## src/rtl/stmr_pkg.sv

```systemverilog
package stmr_pkg;
   // word indices inside the register window
   localparam int unsigned W_STATUS = 0;
   localparam int unsigned W_CNT_LO = 1;
   localparam int unsigned W_CNT_HI = 2;
   localparam int unsigned W_CMP0   = 3;
   localparam int unsigned N_FIXED  = 3;
endpackage

```

## src/rtl/stmr_counter.sv

```systemverilog
module stmr_counter #(
   parameter int unsigned CNT_W = 64,
   parameter int unsigned CMP_W = 32
) (
   input  logic             clk,
   input  logic             rst_n,
   input  logic             tick_en,
   output logic [CNT_W-1:0] cnt_q,
   output logic [CMP_W-1:0] lo_next,
   output logic             lo_step
);
   localparam int unsigned HI_W = (CNT_W > CMP_W) ? CNT_W - CMP_W : 1;

   logic [CMP_W-1:0] lo_q;
   logic             lo_carry;

   assign {lo_carry, lo_next} = {1'b0, lo_q} + {{CMP_W{1'b0}}, 1'b1};
   assign lo_step = tick_en;

   always_ff @(posedge clk) begin
      if (!rst_n)       lo_q <= '0;
      else if (tick_en) lo_q <= lo_next;
   end

   generate
      if (CNT_W == CMP_W) begin : g_flat
         assign cnt_q = lo_q;
      end else begin : g_split
         logic [HI_W-1:0] hi_q;
         always_ff @(posedge clk) begin
            if (!rst_n)                   hi_q <= '0;
            else if (tick_en && lo_carry) hi_q <= hi_q + 1'b1;
         end
         assign cnt_q = {hi_q, lo_q};
      end
   endgenerate

   p_cnt_step_r2: assert property (@(posedge clk) disable iff (!rst_n)
      (rst_n && tick_en) |=> (cnt_q == $past(cnt_q) + 1'b1));
   p_cnt_hold_r8: assert property (@(posedge clk) disable iff (!rst_n)
      (rst_n && !tick_en) |=> $stable(cnt_q));
endmodule

```

## src/rtl/stmr_channel.sv

```systemverilog
module stmr_channel #(
   parameter int unsigned CMP_W = 32
) (
   input  logic             clk,
   input  logic             rst_n,
   input  logic             cmp_we,
   input  logic [CMP_W-1:0] cmp_wdata,
   input  logic             ack,
   input  logic             lo_step,
   input  logic [CMP_W-1:0] lo_next,
   output logic [CMP_W-1:0] cmp_q,
   output logic             flag_q
);
   logic hit;

   assign hit = lo_step && (lo_next == cmp_q);

   always_ff @(posedge clk) begin
      if (!rst_n) begin
         cmp_q  <= '0;
         flag_q <= 1'b0;
      end else begin
         if (cmp_we) cmp_q <= cmp_wdata;
         flag_q <= (flag_q && !ack) || hit;
      end
   end

   p_set_r3: assert property (@(posedge clk) disable iff (!rst_n)
      (rst_n && hit) |=> flag_q);
   p_sticky_r4: assert property (@(posedge clk) disable iff (!rst_n)
      (rst_n && flag_q && !ack) |=> flag_q);
   p_ack_r5: assert property (@(posedge clk) disable iff (!rst_n)
      (rst_n && ack && !lo_step) |=> !flag_q);
   p_cmp_hold_r7: assert property (@(posedge clk) disable iff (!rst_n)
      (rst_n && !cmp_we) |=> $stable(cmp_q));
endmodule

```

## src/rtl/stmr_rdmux.sv

```systemverilog
module stmr_rdmux
   import stmr_pkg::*;
#(
   parameter int unsigned DW    = 32,
   parameter int unsigned CNT_W = 64,
   parameter int unsigned CMP_W = 32,
   parameter int unsigned NCH   = 4,
   parameter int unsigned WW    = 3
) (
   input  logic [WW-1:0]        word,
   input  logic [NCH-1:0]       status,
   input  logic [CNT_W-1:0]     cnt,
   input  logic [NCH*CMP_W-1:0] cmp_flat,
   output logic [DW-1:0]        rdata
);
   logic [2*DW-1:0] cnt_wide;
   logic [DW-1:0]   cmp_word [NCH];
   logic [DW-1:0]   stat_word;

   always_comb begin
      cnt_wide = '0;
      cnt_wide[CNT_W-1:0] = cnt;
      stat_word = '0;
      stat_word[NCH-1:0] = status;
   end

   for (genvar i = 0; i < NCH; i++) begin : g_ext
      always_comb begin
         cmp_word[i] = '0;
         cmp_word[i][CMP_W-1:0] = cmp_flat[i*CMP_W +: CMP_W];
      end
   end

   always_comb begin
      rdata = '0;
      if (word == WW'(W_STATUS))      rdata = stat_word;
      else if (word == WW'(W_CNT_LO)) rdata = cnt_wide[DW-1:0];
      else if (word == WW'(W_CNT_HI)) rdata = cnt_wide[2*DW-1:DW];
      for (int i = 0; i < NCH; i++) begin
         if (word == WW'(W_CMP0 + i)) rdata = cmp_word[i];
      end
   end
endmodule

```

## src/rtl/stmr_top.sv

```systemverilog
module stmr_top
   import stmr_pkg::*;
#(
   parameter int unsigned DW    = 32,
   parameter int unsigned AW    = 5,
   parameter int unsigned CNT_W = 64,
   parameter int unsigned CMP_W = 32,
   parameter int unsigned NCH   = 4
) (
   input  logic          clk,
   input  logic          rst_n,
   input  logic          tick_en,
   input  logic [AW-1:0] addr,
   input  logic          wr_en,
   input  logic [DW-1:0] wdata,
   output logic [DW-1:0] rdata,
   output logic [NCH-1:0] irq
);
   localparam int unsigned WW     = AW - 2;
   localparam int unsigned NWORDS = 1 << WW;

   generate
      if (AW < 3)                begin : g_bad_aw  $error("address too narrow"); end
      if (N_FIXED + NCH > NWORDS) begin : g_bad_nch $error("channels exceed window"); end
      if (CMP_W > DW || CMP_W > CNT_W) begin : g_bad_cmp $error("compare width"); end
      if (CNT_W > 2 * DW)        begin : g_bad_cnt $error("counter wider than two words"); end
      if (NCH > DW)              begin : g_bad_st  $error("status wider than bus"); end
   endgenerate

   logic [WW-1:0]        word;
   logic [CNT_W-1:0]     cnt;
   logic [CMP_W-1:0]     lo_next;
   logic                 lo_step;
   logic [NCH-1:0]       status;
   logic [NCH*CMP_W-1:0] cmp_flat;
   logic                 st_we;

   assign word  = addr[AW-1:2];
   assign st_we = wr_en && (word == WW'(W_STATUS));

   stmr_counter #(.CNT_W(CNT_W), .CMP_W(CMP_W)) u_cnt (
      .clk(clk), .rst_n(rst_n), .tick_en(tick_en),
      .cnt_q(cnt), .lo_next(lo_next), .lo_step(lo_step)
   );

   for (genvar i = 0; i < NCH; i++) begin : g_ch
      logic cmp_we;
      assign cmp_we = wr_en && (word == WW'(W_CMP0 + i));
      stmr_channel #(.CMP_W(CMP_W)) u_ch (
         .clk(clk), .rst_n(rst_n),
         .cmp_we(cmp_we), .cmp_wdata(wdata[CMP_W-1:0]),
         .ack(st_we && wdata[i]),
         .lo_step(lo_step), .lo_next(lo_next),
         .cmp_q(cmp_flat[i*CMP_W +: CMP_W]), .flag_q(status[i])
      );
   end

   stmr_rdmux #(.DW(DW), .CNT_W(CNT_W), .CMP_W(CMP_W), .NCH(NCH), .WW(WW)) u_rd (
      .word(word), .status(status), .cnt(cnt), .cmp_flat(cmp_flat), .rdata(rdata)
   );

   assign irq = status;

   p_unmapped_r9: assert property (@(posedge clk) disable iff (!rst_n)
      (rst_n && (word >= WW'(N_FIXED + NCH))) |-> (rdata == '0));
   p_irq_lines_r10: assert property (@(posedge clk) disable iff (!rst_n)
      (rst_n && !tick_en && !st_we) |=> (irq == $past(irq)));
endmodule

```

## config.mk

```make
export PLATFORM = sky130hd
export DESIGN_NAME = stmr_top
export DESIGN_NICKNAME = d
export VERILOG_FILES = /design/src/rtl/stmr_pkg.sv /design/src/rtl/stmr_counter.sv /design/src/rtl/stmr_channel.sv /design/src/rtl/stmr_rdmux.sv /design/src/rtl/stmr_top.sv
export SDC_FILE = /design/constraint.sdc
export NUM_CORES = 1
export LEC_CHECK = 0
export BUFFER_PORTS_ARGS = -buffer_cell sky130_fd_sc_hd__buf_2
export CELL_PAD_IN_SITES_DETAIL_PLACEMENT = 2
export CELL_PAD_IN_SITES_GLOBAL_PLACEMENT = 2
export CORE_UTILIZATION = 40
export CTS_CLUSTER_DIAMETER = 60
export DETAILED_ROUTE_END_ITERATION = 12
export GPL_ROUTABILITY_DRIVEN = 0
export PLACE_DENSITY = 0.94
export SYNTH_ARGS = -nofsm -noshare
export SYNTH_HDL_FRONTEND = slang
export SYNTH_SLANG_ARGS = --single-unit
```

## constraint.sdc

```tcl
create_clock -name clk -period 8.2 [get_ports clk]
set_input_delay 2.05 -clock clk [delete_from_list [all_inputs] [get_ports clk]]
set_output_delay 2.05 -clock clk [all_outputs]
set_load 0.03 [all_outputs]
```

* Yosys cells after proc, flatten, opt, wreduce, memory -nomap -nowiden
Index checks and enable logic that the tools add are counted.
** Cells by class
- Add/sub/neg operators :: 2
- Equality and inequality tests :: 10
- Muxes and demuxes :: 7
- Reduce and logical (&&, ||, !) cells :: 27
** Operators with widths (number)
- $mux W32 :: 7
- $eq A32 B32 Y1 :: 4
- $add A32 B1 Y33 const B :: 1
- $add A32 B1 Y32 const B :: 1
- $logic_and A1 B1 Y1 :: 18
- $eq A3 B3 Y1 const B :: 3
- $eq A3 B2 Y1 const B :: 2
- $logic_not A1 Y1 :: 4
- $logic_or A1 B1 Y1 :: 4
- $eq A3 B1 Y1 const B :: 1
- $logic_not A3 Y1 :: 1
** Storage, ports and cells
- Register bits :: 196
- Bits of input ports :: 41
- Output and inout port bits :: 36

* Depth between registers and ports, before layout
Gate-level depths: netlist of run 1.
- Depth after elaboration :: 8
- Mapped depth :: 12

* Cells and area by module
From an unflattened synthesis of run 1, not the netlist that was laid out.
** Unflattened totals
- Cells, all modules :: 1270
- Area, all modules :: 11692.5 µm²
** Modules (own cells, without submodules)
- stmr_channel :: instances 4, cells an instance 149, area each 1572.8 µm², seq. area each 660.6 µm²
- stmr_counter :: instances 1, cells an instance 438, area each 3532.1 µm², seq. area each 1281.2 µm²
- stmr_rdmux :: instances 1, cells an instance 226, area each 1795.5 µm², seq. area each 0.0 µm²
- stmr_top :: instances 1, cells an instance 10, area each 73.8 µm², seq. area each 0.0 µm²

* Least setup slack after synthesis of run 1
OpenSTA, ideal clock, no wires.
- Path type :: input port to output port
- Start point :: in addr[3]
- End point :: out rdata[5]
- Data arrival time :: 3.905 ns
- Data required time :: 6.150 ns
- Slack :: 2.245 ns
- Stages on the path :: 7
- Buffers on the path :: 3
- Cells stage by stage :: clkbuf_1 buf_1 clkbuf_1 mux2i_1 nor2_1 a21oi_1 a21oi_1
** On the way
- Word-level cells in the longest chain between the ends :: 8
- Elaborated cells between the ends (all ways) :: 14
** Ends and longest elaborated chain
- start, declared :: RTL line stmr_top.sv:13 : input logic [AW-1:0] addr,
- $eq A3 B2 Y1 :: RTL line stmr_rdmux.sv:38 : else if (word == WW'(W_CNT_HI)) rdata = cnt_wide[2*DW-1:DW];
- $mux W32 :: RTL line stmr_rdmux.sv:38
- $mux W32 :: RTL line stmr_rdmux.sv:37 : else if (word == WW'(W_CNT_LO)) rdata = cnt_wide[DW-1:0];
- $mux W32 :: RTL line stmr_rdmux.sv:36 : if (word == WW'(W_STATUS)) rdata = stat_word;
- $mux W32 (3 in a row) :: RTL line stmr_rdmux.sv:40 : if (word == WW'(W_CMP0 + i)) rdata = cmp_word[i];
- $mux W32 (*) :: RTL line stmr_rdmux.sv:40
- end, declared :: RTL line stmr_top.sv:16 : output logic [DW-1:0] rdata,
Every way passes the cells marked *; elsewhere a longest branch is shown, timed or not.

* Worst setup path after layout of run 1
- Start point :: in addr[4]
- End point :: out rdata[22]
Same word-level chain as after synthesis.

==> results of run 1 <==
[worst register-to-register path, cell delays in order (launching register included)]
cell	delay, ns
dfxtp_1	0.75
ha_1	0.42
and3_1	0.50
nand4_1	0.50
nor3_1	0.88
xnor2_1	0.35
xnor2_1	0.21
nor4_1	1.02
nand4_1	0.43
o21ai_0	0.44
[placed cells by master, fill, tap and decap left out, types with 5 or more instances in the layout]
cell / count
dfxtp_1: 196
and3_1: 11
buf_2: 72
inv_6: 5
xor2_1: 64
and2_1: 59
a2111oi_0: 7
a21oi_1: 75
nor2_1: 73
and4_1: 16
a221oi_1: 30
mux2_2: 31
nand3_1: 45
a31oi_1: 7
nor3_1: 22
inv_1: 11
nand4_1: 30
o22ai_1: 6
mux2i_1: 35
buf_4: 22
nand2_1: 323
xnor2_1: 143
nand2b_1: 6
clkbuf_16: 17
nor4_1: 21
nor2b_1: 16
nor3b_1: 10
a211oi_1: 6
a21boi_0: 130
o21ai_0: 27
[routing by layer]
metal / GRT usage / share of wire / up-vias
met1: 0.547 / 0.36 / 7041
met5: 0 / 0.00025 / -
met4: 0.316 / 0.078 / 4
li1: - / - / 5481
met3: 0.141 / 0.12 / 441
met2: 0.688 / 0.44 / 1246
[how the worst max path moves through the flow]
stage,end,slack (ns)
3_3_place_gp,rdata[25],1.64
2_1_floorplan,rdata[5],2.25
6_report,rdata[22],1.60
3_5_place_dp,rdata[25],1.47
5_1_grt,rdata[22],1.62
4_1_cts,rdata[22],1.35
[sequential cells by signal, indices dropped and copies added (netlist names)]
name                flops
g_ch.u_ch.cmp_q       128
g_ch.u_ch.flag_q        4
u_cnt.g_split.hi_q     32
u_cnt.lo_q             32
[metrics by stage]
step / std cells / area, um^2
floorplan: 1597 / 12500
global placement: 1958 / 13000
detailed placement: 1958 / 13000
CTS: 1990 / 13600
global route: 1992 / 13600
finish: 1993 / 13600
[cell usage after synthesis, types with 7 or more instances]
cell / number
dfxtp_1: 196
and4_1: 16
xor2_1: 64
mux2i_1: 35
nor3b_1: 10
a2111oi_0: 7
nand2_1: 323
mux2_2: 31
a21boi_0: 130
a31oi_1: 7
o21ai_0: 27
inv_1: 11
nor4_1: 21
buf_2: 10
nor2_1: 73
nor2b_1: 18
a21oi_1: 75
clkbuf_1: 99
xnor2_1: 143
nand4_1: 30
buf_1: 13
and3_1: 12
nand3_1: 45
nor3_1: 23
and2_1: 59
a221oi_1: 30
[area by class of cell]
| type | instances | area (um^2) | share of cell area |
|---|---|---|---|
| multi-input cells | 1261 | 8060 | 0.592 |
| diodes | 3 | 7.51 | 0.000552 |
| clock inverters | 14 | 119 | 0.00874 |
| flip-flops and latches | 196 | 3920 | 0.288 |
| clock buffers | 18 | 439 | 0.0323 |
| repair buffers | 94 | 526 | 0.0386 |
| inverters | 11 | 41.3 | 0.00303 |
| well taps | 396 | 495 | 0.0364 |
[where the power goes]
part / internal (mW) / total (mW) / switching, mW
sequential: 0.966 / 0.998 / 0.0312
combinational: 0.0732 / 0.250 / 0.177
clock: 0.408 / 0.873 / 0.465
[kinds of logic after synthesis]
group | after synthesis
simple gates | 654
compound gates | 326
xor+xnor | 209
flops | 196
buf+inv | 140
mux | 70
fa+ha+maj | 2
==> flow_metrics.env, run 1 <==
export IMPL_drive_gt1_frac=0.110
export IMPL_dr_pass1_iters=5
export IMPL_vias=14213
export IMPL_cts_max_path_buffers=2
export IMPL_drt_iter0_drc=1965
export IMPL_core_um2=30700
export IMPL_syn_area_per_cell_um2=7.85
export IMPL_peakVddDrop_mv=0.149
export IMPL_cts_buffers=17
export IMPL_insertion_delay_ns=0.47
export IMPL_crit_top_cell="buf_2"
export IMPL_netlist_area_um2=12500
export IMPL_finalClockSkew_ns=0.0146
export IMPL_setup_viol_count_final=0
export IMPL_worstHoldEndpoint="g_ch[3].u_ch.cmp_q[19]"
export IMPL_synthAdderAreaFrac=0.00200
export IMPL_reg2reg_setup_slack_ns=2.58
export IMPL_maxCapViolCount=0
export IMPL_critPathRequiredTime_ns=6.15
export IMPL_wirelength_um=72000
export IMPL_cp_num_buf_inv=2
export IMPL_cts_tree="yes"
export IMPL_ys_async_sr_fraction=0
export IMPL_grt_total_usage=0.455
export IMPL_ff2ff_path_depth=9
export IMPL_globalRouteOverflowTotal=0
export IMPL_power_mw=2.12
export IMPL_rsz0062_at_grt="false"
export IMPL_worstSetupStartpointType="input port"
export IMPL_row_count=64
export IMPL_synth_top_family_by_area="simple AND/OR/NAND/NOR gates"
export IMPL_fin_crit_sh=0.805
export IMPL_finalHoldViolCount=0
export IMPL_cp_slowest_cell="nor2b_2"
export IMPL_die_area_um2=32000
export IMPL_ioPinCount=77
export IMPL_power_density_nw_per_um2=156
export IMPL_path_depth=5
export IMPL_synth_edff_count=0
export IMPL_synth_area_leaders="dfxtp_1, xnor2_1, nand2_1"
export IMPL_cts_num_sinks=196
export IMPL_start_util=0.408
export IMPL_yosysTopAreaCellShare=0.313
export IMPL_r2r_start="u_cnt.lo_q[0]"
export IMPL_place_ws_ns=1.47
export IMPL_drv_slew=0
export IMPL_clockRootBuffer="clkbuf_16"
export IMPL_synth_fp_nets=1640
export IMPL_crit_family="buffers and inverters"
export IMPL_tightest_slew_ns=1.32
export IMPL_fin_ws_ns=1.60
export IMPL_fp_dieH_um=179
export IMPL_synth_compound_area_frac=0.181
export IMPL_dpl_hpwl_um=44000
export IMPL_hold_buffers=0
export IMPL_yosysWarningCount=0
export IMPL_synth_seq_area_share=0.313
export IMPL_cp_arrival_ns=4.55
export IMPL_yosysTopAreaCell="dfxtp_1"
export IMPL_synth_xor_area_frac=0.148
export IMPL_antenna_found_initial=7
export IMPL_path_clk_slew_ns=0.07
export IMPL_timing_rr_end="g_ch[3].u_ch.flag_q"
export IMPL_die_x_um=179
export IMPL_post_route_min_period_ns=6.60
export IMPL_worst_setup_path_end_kind="primary output"
export IMPL_crit_path_start="addr[4]"
export IMPL_io_buffer_count=74
export IMPL_synth_cell_types=69
export IMPL_viasPerCell=7.13
export IMPL_hold_slack_ns=0.530
export IMPL_ant_nets=0
export IMPL_drcViolationCount=0
export IMPL_cts_htree_levels=4
export IMPL_leakagePower_nw=4.73
export IMPL_status="complete, no violations"
export IMPL_grt_max_degree=102
export IMPL_ys_ff_latch=196
export IMPL_routedWlPerCell_um=36.1
export IMPL_path_cells="buf_2 > nor2b_2 > a221oi_1 > a21oi_1 > buf_2"
export IMPL_grt_pass1_vias=15193
export IMPL_synthCells=1597
export IMPL_synthFlopType="dfxtp_1"
export IMPL_max_freq_mhz=151
export IMPL_grt_pass1_wl_um=105000
export IMPL_cts_resized=0
export IMPL_critPathKind="input port to primary output"
export IMPL_post_cts_buffers=0
export IMPL_final_nets=1624
export IMPL_min_path_cells=2
export IMPL_slew_headroom=0.110
export IMPL_synth_mux_area_fraction=0.0630
export IMPL_nFillCells=3410
export IMPL_final_core_util=0.443
export IMPL_slowest_delay_ns=0.90
export IMPL_min_from="g_ch[3].u_ch.cmp_q[19]"
export IMPL_worst_path_max_fanout=31
export IMPL_area_growth_pct=8.55
export IMPL_hp_class="flop to flop"
export IMPL_setup_tns_ns=0
export IMPL_yosys_area_share_simple=0.248
(Power assumes the default switching activity.)
==> run 2: changes to the inputs <==
--- a/config.mk
+++ b/config.mk
@@ -8,11 +8,11 @@
 export BUFFER_PORTS_ARGS = -buffer_cell sky130_fd_sc_hd__buf_2
 export CELL_PAD_IN_SITES_DETAIL_PLACEMENT = 2
 export CELL_PAD_IN_SITES_GLOBAL_PLACEMENT = 2
-export CORE_UTILIZATION = 40
+export CORE_UTILIZATION = 37
 export CTS_CLUSTER_DIAMETER = 60
 export DETAILED_ROUTE_END_ITERATION = 12
 export GPL_ROUTABILITY_DRIVEN = 0
-export PLACE_DENSITY = 0.94
+export PLACE_DENSITY = 0.89
 export SYNTH_ARGS = -nofsm -noshare
 export SYNTH_HDL_FRONTEND = slang
 export SYNTH_SLANG_ARGS = --single-unit
==> constraint.sdc (replaced) <==
create_clock -name clk -period 6.35 [get_ports clk]
set_input_delay 1.5875 -clock clk [delete_from_list [all_inputs] [get_ports clk]]
set_output_delay 1.5875 -clock clk [all_outputs]
set_load 0.03 [all_outputs]
==> flow_metrics.env, run 2 (synthesized netlist as in run 1, its figures left out) <==
export IMPL_status="complete, no violations"
export IMPL_ff2ff_path_depth=9
export IMPL_fp_dieH_um=186
export IMPL_nFillCells=3731
export IMPL_cp_num_buf_inv=3
export IMPL_timing_rr_end="g_ch[0].u_ch.flag_q"
export IMPL_slowest_delay_ns=0.77
export IMPL_regMostFlops="g_ch.u_ch.cmp_q"
export IMPL_routedWlPerCell_um=32.4
export IMPL_worstHoldEndpoint="g_ch[2].u_ch.cmp_q[23]"
export IMPL_worst_path_max_fanout=24
export IMPL_switching_share=0.309
export IMPL_leakagePower_nw=4.76
export IMPL_grt_total_usage=0.387
export IMPL_final_common_cell="nand2_1"
export IMPL_cts_buffers=17
export IMPL_place_inst=2013
export IMPL_pwr_share_clk=0.420
export IMPL_post_dp_cell_area_um2=13100
export IMPL_finalHoldViolCount=0
export IMPL_cp_slowest_cell="nor2b_1"
export IMPL_cts_tree="yes"
export IMPL_post_cts_buffers=0
export IMPL_globalRouteOverflowTotal=0
export IMPL_rsz0062_at_grt="false"
export IMPL_critPathRequiredTime_ns=4.76
export IMPL_row_count=67
export IMPL_p_int_mw=1.90
export IMPL_antenna_found_initial=2
export IMPL_wirelength_um=66200
export IMPL_cts_resized=0
export IMPL_min_path_cells=2
export IMPL_grt_pass1_vias=14425
export IMPL_clockRootBuffer="clkbuf_16"
export IMPL_cp_arrival_ns=3.68
export IMPL_crit_family="buffers and inverters"
export IMPL_ioPinCount=77
export IMPL_worstSetupStartpointType="input port"
export IMPL_ant_nets=0
export IMPL_grt_pass1_wl_um=97700
export IMPL_finalClockSkew_ns=0.0104
export IMPL_hp_class="flop to flop"
export IMPL_drcViolationCount=0
export IMPL_die_x_um=186
export IMPL_fin_crit_sh=0.830
export IMPL_power_density_nw_per_um2=201
export IMPL_area_growth_pct=9.38
export IMPL_viasPerCell=6.65
export IMPL_start_util=0.375
export IMPL_grt_max_degree=102
export IMPL_final_nets=1628
export IMPL_setup_tns_ns=0
export IMPL_cts_htree_levels=4
export IMPL_drive_gt1_frac=0.110
export IMPL_largest_reg_flops=128
export IMPL_maxCapViolCount=0
export IMPL_max_freq_mhz=190
export IMPL_vias=13622
export IMPL_min_from="g_ch[2].u_ch.cmp_q[23]"
export IMPL_reg2reg_setup_slack_ns=1.29
export IMPL_pwr_share_comb=0.113
export IMPL_switchingPower_uw=852
export IMPL_tightest_slew_ns=1.28
export IMPL_cts_max_path_buffers=2
export IMPL_core_um2=33400
export IMPL_final_cell_mix="nand2_1, dfxtp_1, xnor2_1"
export IMPL_p_seq_frac=0.467
export IMPL_io_buffer_count=74
export IMPL_reg_largest_list="g_ch.u_ch.cmp_q: 128 flops, u_cnt.g_split.hi_q: 32 flops, u_cnt.lo_q: 32 flops"
export IMPL_stdcell_count=2047
export IMPL_cts_num_sinks=196
export IMPL_post_route_min_period_ns=5.27
export IMPL_dpl_hpwl_um=41700
export IMPL_r2r_start="u_cnt.lo_q[0]"
export IMPL_stdcell_area_um2=13700
export IMPL_path_clk_slew_ns=0.08
export IMPL_path_cells="buf_4 > nor2b_1 > buf_4 > a21oi_1 > a21oi_1 > buf_2"
export IMPL_die_area_um2=34600
export IMPL_worst_setup_path_end_kind="primary output"
export IMPL_dr_pass1_iters=7
export IMPL_slew_headroom=0.136
export IMPL_setup_viol_count_final=0
export IMPL_drt_iter0_drc=1558
export IMPL_critPathKind="input port to primary output"
export IMPL_peakVddDrop_mv=0.182
export IMPL_drv_slew=0
export IMPL_insertion_delay_ns=0.47
export IMPL_hold_buffers=0
## run 2: worst max path at each step
stage | slack [ns] | from | end | cells after the start
floorplan | 1.32 | addr[3] | rdata[5] | 7
global placement | 1.36 | addr[3] | rdata[3] | 8
detailed placement | 1.28 | addr[3] | rdata[5] | 7
CTS | 1.20 | addr[3] | rdata[10] | 6
global route | 1.11 | addr[2] | rdata[29] | 6
finish | 1.08 | addr[3] | rdata[8] | 6
## run 2: power by group through the flow
stage | Combinational (mW) | Clock [mW] | Sequential [mW]
6_report | 0.311 | 1.16 | 1.29
4_1_cts | 0.298 | 1.15 | 1.28
2_1_floorplan | 0.181 | 0 | 1.29
3_3_place_gp | 0.272 | 0 | 1.31
5_1_grt | 0.317 | 1.19 | 1.29
3_5_place_dp | 0.285 | 0 | 1.31
## run 2: layout make-up
class,instances,area [um^2],area share
clock buffer,18,429,0.0313
inverter,11,41.3,0.00301
antenna,1,2.50,0.000183
timing repair buffer,98,566,0.0412
multi-input combinational,1261,8050,0.587
tap,448,561,0.0409
sequential,196,3920,0.286
clock inverter,14,138,0.0100
## run 2: through the flow
step | hold WS, ns | utilization | power [mW] | worst slack [ns]
final | 0.525 | 0.410 | 2.75 | 1.08
after global routing | 0.553 | 0.410 | 2.79 | 1.11
after CTS | 0.515 | 0.410 | 2.73 | 1.20
after detailed placement | 0.503 | 0.393 | 1.59 | 1.28
after global placement | 0.478 | 0.393 | 1.58 | 1.36
after floorplan | 0.455 | - | 1.47 | 1.32
## run 2: metal layers
layer	vias up	wire length, um	global-route usage	part of all wire
li1	5490	-	-	-
met1	6838	25200	0.470	0.38
met2	971	29700	0.606	0.45
met3	323	6500	0.0959	0.098
met4	0	4760	0.258	0.072
met5	-	0	0	0
## run 2: worst reg2reg max path: cells and delay by family, from the launching register on
kind	cells	cell delay, ns
XOR/XNOR	1	0.22
flip-flops	1	0.73
AO/OA/AOI/OAI	2	0.58
adder cells (fa/ha/maj)	1	0.38
AND/OR/NAND/NOR	5	3.01
